`config.mk`:
```
export PLATFORM = sky130hd
export DESIGN_NAME = lookahead_head_cache
export DESIGN_NICKNAME = d
export VERILOG_FILES = /design/src/rtl/lacm_pkg.sv /design/src/rtl/lacm_window.sv /design/src/rtl/lacm_pick.sv /design/src/rtl/lookahead_head_cache.sv
export SDC_FILE = /design/constraint.sdc
export NUM_CORES = 1
export LEC_CHECK = 0
export BUFFER_PORTS_ARGS = -buffer_cell sky130_fd_sc_hd__buf_4
export CORE_AREA = 2 2 216 218
export DETAILED_ROUTE_END_ITERATION = 8
export DIE_AREA = 0 0 218 220
export PLACE_DENSITY = 0.8
export SYNTH_ARGS = -nofsm -noshare
export SYNTH_HDL_FRONTEND = slang
export SYNTH_SLANG_ARGS = --single-unit
```
`constraint.sdc`:
```
create_clock -name clk -period 14 [get_ports clk]
set_clock_uncertainty 0.1 [all_clocks]
set_input_delay 2.8 -clock clk [delete_from_list [all_inputs] [get_ports clk]]
set_output_delay 2.8 -clock clk [all_outputs]
set_load 0.005 [all_outputs]
```
`src/rtl/lacm_pkg.sv`:
```
package lacm_pkg;
  // Width of an index over n items, never below one bit.
  function automatic int idx_w(input int n);
    return (n > 1) ? $clog2(n) : 1;
  endfunction
endpackage

```
`src/rtl/lacm_window.sv`:
```
module lacm_window #(
  parameter int DEPTH = 13,
  parameter int QW    = 2
) (
  input  logic                  clk,
  input  logic                  rst_n,
  input  logic                  push_v,
  input  logic [QW-1:0]         push_q,
  output logic [DEPTH-1:0]      win_v,
  output logic [DEPTH*QW-1:0]   win_q
);
  // Position 0 is the dispatch end; new requests enter at DEPTH-1.
  always_ff @(posedge clk or negedge rst_n) begin
    if (!rst_n) begin
      win_v <= '0;
      win_q <= '0;
    end else begin
      win_v <= {push_v, win_v[DEPTH-1:1]};
      win_q <= {push_q, win_q[DEPTH*QW-1:QW]};
    end
  end
endmodule

```
`src/rtl/lacm_pick.sv`:
```
module lacm_pick #(
  parameter int Q     = 4,
  parameter int DEPTH = 13,
  parameter int QW    = 2,
  parameter int CW    = 9,
  parameter int PW    = 4
) (
  input  logic [DEPTH-1:0]    win_v,
  input  logic [DEPTH*QW-1:0] win_q,
  input  logic [Q*CW-1:0]     credit,
  input  logic [Q-1:0]        elig,
  output logic                found,
  output logic [QW-1:0]       sel_q,
  output logic [PW-1:0]       sel_pos
);
  localparam logic [PW-1:0] NONE = PW'(DEPTH);

  // Window position at which queue `who` first wants more than `have` cells.
  function automatic logic [PW-1:0] first_short(
    input logic [DEPTH-1:0]    v,
    input logic [DEPTH*QW-1:0] qs,
    input logic [QW-1:0]       who,
    input logic [CW-1:0]       have
  );
    logic [CW:0]     used;
    logic [PW-1:0]   pos;
    used = '0;
    pos  = NONE;
    for (int p = 0; p < DEPTH; p++) begin
      if (v[p] && qs[p*QW +: QW] == who) begin
        used = used + 1'b1;
        if (used > {1'b0, have} && pos == NONE) pos = PW'(p);
      end
    end
    return pos;
  endfunction

  logic [Q*PW-1:0] short_at;

  for (genvar gq = 0; gq < Q; gq++) begin : g_queue
    assign short_at[gq*PW +: PW] =
      first_short(win_v, win_q, QW'(gq), credit[gq*CW +: CW]);
  end

  // Earliest shortfall wins; strict compare keeps the lowest index on ties.
  always_comb begin
    found   = 1'b0;
    sel_q   = '0;
    sel_pos = NONE;
    for (int q = 0; q < Q; q++) begin
      if (elig[q] && short_at[q*PW +: PW] < sel_pos) begin
        sel_pos = short_at[q*PW +: PW];
        sel_q   = QW'(q);
        found   = 1'b1;
      end
    end
  end
endmodule

```
`src/rtl/lookahead_head_cache.sv`:
```
module lookahead_head_cache #(
  parameter int Q     = 4,
  parameter int B     = 4,
  parameter int CNT_W = 8,
  localparam int QW   = lacm_pkg::idx_w(Q)
) (
  input  logic          clk,
  input  logic          rst_n,
  input  logic          arrive_valid,
  input  logic [QW-1:0] arrive_queue,
  input  logic          req_valid,
  input  logic [QW-1:0] req_queue,
  output logic          req_ready,
  output logic          disp_valid,
  output logic [QW-1:0] disp_queue,
  output logic          repl_valid,
  output logic [QW-1:0] repl_queue,
  input  logic          fill_valid,
  input  logic [QW-1:0] fill_queue,
  output logic          err_empty
);
  localparam int DEPTH = Q * (B - 1) + 1;
  localparam int PW    = $clog2(DEPTH + 1);
  localparam int CW    = CNT_W + 1;
  localparam int BW    = lacm_pkg::idx_w(B);
  localparam logic [CNT_W-1:0] BLK = CNT_W'(B);

  logic [CNT_W-1:0] cache_q [Q];
  logic [CNT_W-1:0] infl_q  [Q];
  logic [CNT_W-1:0] bulk_q  [Q];
  logic [CNT_W-1:0] avail_q [Q];
  logic [BW-1:0]    busy;

  logic [DEPTH-1:0]    win_v;
  logic [DEPTH*QW-1:0] win_q;
  logic [Q*CW-1:0]     credit;
  logic [Q-1:0]        elig;
  logic                pick_found;
  logic [QW-1:0]       pick_q;
  logic [PW-1:0]       pick_pos;

  // Named internal events, also observed by the checker.
  logic          accept;
  logic          head_v;
  logic [QW-1:0] head_q;
  logic          head_short;
  logic          issue;
  logic          tail_v;
  logic          win_any;
  logic          sel_bulk_ok;
  logic [Q-1:0]  fill_hit, issue_hit, arr_hit, acc_hit, use_hit;

  assign req_ready   = (avail_q[req_queue] != '0);
  assign accept      = req_valid && req_ready;
  assign head_v      = win_v[0];
  assign head_q      = win_q[QW-1:0];
  assign head_short  = head_v && (cache_q[head_q] == '0) &&
                       !(fill_valid && fill_queue == head_q);
  assign issue       = (busy == '0) && pick_found;
  assign tail_v      = win_v[DEPTH-1];
  assign win_any     = |win_v;
  assign sel_bulk_ok = (bulk_q[pick_q] >= BLK);

  assign disp_valid  = head_v;
  assign disp_queue  = head_q;
  assign repl_valid  = issue;
  assign repl_queue  = pick_q;

  lacm_window #(.DEPTH(DEPTH), .QW(QW)) window_i (
    .clk(clk), .rst_n(rst_n),
    .push_v(accept), .push_q(req_queue),
    .win_v(win_v), .win_q(win_q)
  );

  always_comb begin
    for (int q = 0; q < Q; q++) begin
      credit[q*CW +: CW] = {1'b0, cache_q[q]} + {1'b0, infl_q[q]};
      elig[q]      = (bulk_q[q] >= BLK);
      fill_hit[q]  = fill_valid   && (fill_queue   == QW'(q));
      issue_hit[q] = issue        && (pick_q       == QW'(q));
      arr_hit[q]   = arrive_valid && (arrive_queue == QW'(q));
      acc_hit[q]   = accept       && (req_queue    == QW'(q));
      use_hit[q]   = head_v && !head_short && (head_q == QW'(q));
    end
  end

  lacm_pick #(.Q(Q), .DEPTH(DEPTH), .QW(QW), .CW(CW), .PW(PW)) pick_i (
    .win_v(win_v), .win_q(win_q), .credit(credit), .elig(elig),
    .found(pick_found), .sel_q(pick_q), .sel_pos(pick_pos)
  );

  always_ff @(posedge clk or negedge rst_n) begin
    if (!rst_n) begin
      for (int q = 0; q < Q; q++) begin
        cache_q[q] <= '0;
        infl_q[q]  <= '0;
        bulk_q[q]  <= '0;
        avail_q[q] <= '0;
      end
      busy      <= '0;
      err_empty <= 1'b0;
    end else begin
      for (int q = 0; q < Q; q++) begin
        cache_q[q] <= cache_q[q] + (fill_hit[q] ? BLK : '0) - CNT_W'(use_hit[q]);
        infl_q[q]  <= infl_q[q] + (issue_hit[q] ? BLK : '0) - (fill_hit[q] ? BLK : '0);
        bulk_q[q]  <= bulk_q[q] + (arr_hit[q] ? BLK : '0) - (issue_hit[q] ? BLK : '0);
        avail_q[q] <= avail_q[q] + (arr_hit[q] ? BLK : '0) - CNT_W'(acc_hit[q]);
      end
      if (issue)             busy <= BW'(B - 1);
      else if (busy != '0)   busy <= busy - 1'b1;
      if (head_short)        err_empty <= 1'b1;
    end
  end
endmodule


```
==> out/results.ini <==
[outcome]
status = finished, violations left
violations = negative setup slack

[setup_path]
crit_path_frequent_cell = ha_4
slowest_delay_ns = 0.41
crit_required_ns = 11.10
start_kind = flip-flop
worst_path_max_delay_cell = dfrtp_1
worst-setup-path-type = reg -> out
end_kind = output port
cp.arrival_ns = 11.97
cp_max_fo = 5

[route]
drcViolationCount = 0
via_per_inst = 5.99
vias = 23000
wl_per_cell_um = 18.3
wl_um = 70100
postRouteAntennaNets = 0
drtIter0Drc = 1534
firstDrtPassIters = 6

[global_routing]
antenna_found_initial = 1
grt_start_max_net_pins = 102
grt-ovfl-total = 0
grt_usage_pct = 29.1
grt_pass1_vias = 23200
grt_pass1_wl_um = 114000

[placed_design]
post-place-ws_ns = -0.726
gp_congestion = 1.00
dp_hpwl_um = 54300
postPlaceCellArea_mm2 = 0.0276
numPortBuffers = 18
place_inst = 3755

[worst_hold_path]
hp-class = reg -> reg

[timing]
fmax_mhz = 67.2
relSlewSlack_pct = 22.4
period_share_pct = 106
fin_ws_ns = -0.873
holdWs_ns = 0.379
max_slew.worst_pin.slew_ns = 1.16
period_needed_ns = 14.87
hold_viol = 0
rsz0062_at_grt = true
setup_viol = 3
drv_slew = 0

[finish]
fillers = 3724
final_cell_area_mm2 = 0.0291
nNetsFinal = 3769
syn2layout_area_growth_pct = 17.0
final_cells = 3833
drive_above_1_share_pct = 15.8

[run]
cap_violations = 0

[floorplanning]
dieWidth_um = 218
core_area_mm2 = 0.0459
die-area_mm2 = 0.0480
io_pins = 19
initial_core_util_pct = 54.2
die_h_um = 220
rows = 79

[cts]
root_buffer = clkbuf_16
cts_inserted_buffers = 17
clk_latency_ns = 0.45
h-tree-depth = 4
clock_path_buffers = 2
cts_tree = built
clk_pin_slew_ns = 0.07
clkSinkCount = 154
holdBufCountCts = 0

[yosys]
async_flop_share_pct = 100
yosysUniqueCellTypes = 118
synth-edff-count = 0
ys_seq_area_share_pct = 15.5
synth_area_mm2 = 0.0249
synth_warnings = 0
avgSynthCellArea_um2 = 8.60
syn_inst = 2889
synth_flop_cell = dfrtp_1
synth_seq_cells = 154

## cells in the mapped netlist (16+ instances only)
cell        n  area, µm²
nand4_1    44        275
clkbuf_1   25       93.8
nand3_1   108        541
nand3b_1   19        143
nor3b_1    17        128
a211oi_1   24        180
inv_1     270       1010
nand2_1   178        668
o21ai_0   109        546
ha_1      522       6530
o31ai_1    18        135
o211ai_1   25        188
xor2_1     93        815
o21a_1     39        293
and2_1     29        181
nor3_1     39        195
a31oi_1    20        125
xnor2_1   203       1780
nand2b_1   27        169
and4_1     16        140
nor2b_1    50        313
nor2_1    159        597
a21o_1     86        646
and3_1     29        181
fa_1       24        480
dfrtp_1   154       3850
a21oi_1   158        791
nor4_1     33        206
o21bai_1   32        240
## worst max-delay path: cells and delay by family (launching register included)
kind	cells	cell delay [ns]
and+or+nand+nor	17	1.99
AOI/OAI and AO/OA	24	3.88
adders and majority gates	15	3.70
DFF	1	0.41
muxes	1	0.27
buffers and inverters	8	0.97
xor gates and xnor gates	2	0.30
## path summary, 6_finish.rpt
check | depth (start not counted) | slack, ns | start | end
max | 67 | -0.87 | window_i.win_q[3] | repl_valid
min | 0 | 0.38 | window_i.win_q[2] | window_i.win_q[0]
max reg2reg | 77 | 0.45 | window_i.win_q[3] | infl_q[30]
min reg2reg | 0 | 0.38 | window_i.win_q[2] | window_i.win_q[0]
max in group asynchronous | 2 | 10.10 | rst_n | window_i.win_q[2]
min in group asynchronous | 1 | 2.37 | rst_n | avail_q[9]
## cells by family (layout without fill, tap and decap cells)
kind of cell / Yosys count / in the layout / share of synthesized area, %
XOR/XNOR: 336 / 336 / 13.7
AO/OA/AOI/OAI: 664 / 664 / 18.1
other: 1 / 81 / 0.0151
adder cells (fa/ha/maj): 547 / 547 / 28.2
flip-flops: 154 / 154 / 15.5
multiplexers: 20 / 20 / 0.856
AND/OR/NAND/NOR: 852 / 852 / 18.7
buffers and inverters: 315 / 572 / 4.91
## metal layers
layer  track usage [%]  up-vias  share of wire [%]
met2              49.9      763                 47
met1              36.1    11000                 42
met4              13.4        0                4.6
li1                  -    11000                  -
met3              4.28      208                5.9
met5                 0        -                  0
## final cells by class
class	instances	area [µm²]	share of cell area, %
clock buffers	17	425	1.46
repair buffers	266	2010	6.90
diodes	1	2.50	0.00860
clock inverters	15	205	0.705
flip-flops and latches	154	3850	13.2
inverters	274	1030	3.53
multi-input cells	2499	20800	71.5
well taps	607	759	2.61
## stage by stage
step / TNS [ns] / utilization, %
2_1_floorplan: 0 / -
3_3_place_gp: -0.756 / 60.3
3_5_place_dp: -1.98 / 60.3
4_1_cts: -2.02 / 62.5
5_1_grt: -4.48 / 63.4
6_report: -2.53 / 63.4
## cell usage in the layout (no fill, tap or decap), types with 19 or more instances in the layout
master | synthesis | layout
xnor2_1 | 203 | 196
fa_1 | 24 | 23
o21ai_0 | 109 | 99
a21o_1 | 86 | 86
xnor2_2 | 13 | 19
and3_1 | 29 | 29
conb_1 | 1 | 80
xor2_1 | 93 | 91
o21bai_1 | 32 | 32
buf_4 | 8 | 263
nand4_1 | 44 | 44
o211ai_1 | 25 | 25
nor2b_1 | 50 | 48
a211oi_1 | 24 | 21
nor2_1 | 159 | 150
ha_1 | 522 | 503
a21oi_1 | 158 | 149
nand2_1 | 178 | 168
dfrtp_1 | 154 | 153
nor4_1 | 33 | 33
o21a_1 | 39 | 39
inv_1 | 270 | 265
nor3_1 | 39 | 39
nand3b_1 | 19 | 19
a31oi_1 | 20 | 19
and2_1 | 29 | 28
nand3_1 | 108 | 105
nand2b_1 | 27 | 26
## state kept, by name (all words and copies together), names as in the netlist
register and count:
avail_q 32, cache_q 32, window_i.win_q 26, bulk_q 24, infl_q 24, window_i.win_v 13, busy 2, err_empty 1
## what timing repair did
item	CTS	global route
resized for setup	38	55
endpoints found under the setup margin	3	31
buffers inserted	26	19
cloned	0	0
pin swaps	43	59
Power is not shown: default switching activity piles up to over one toggle a cycle in this logic, so the estimate is an artifact.
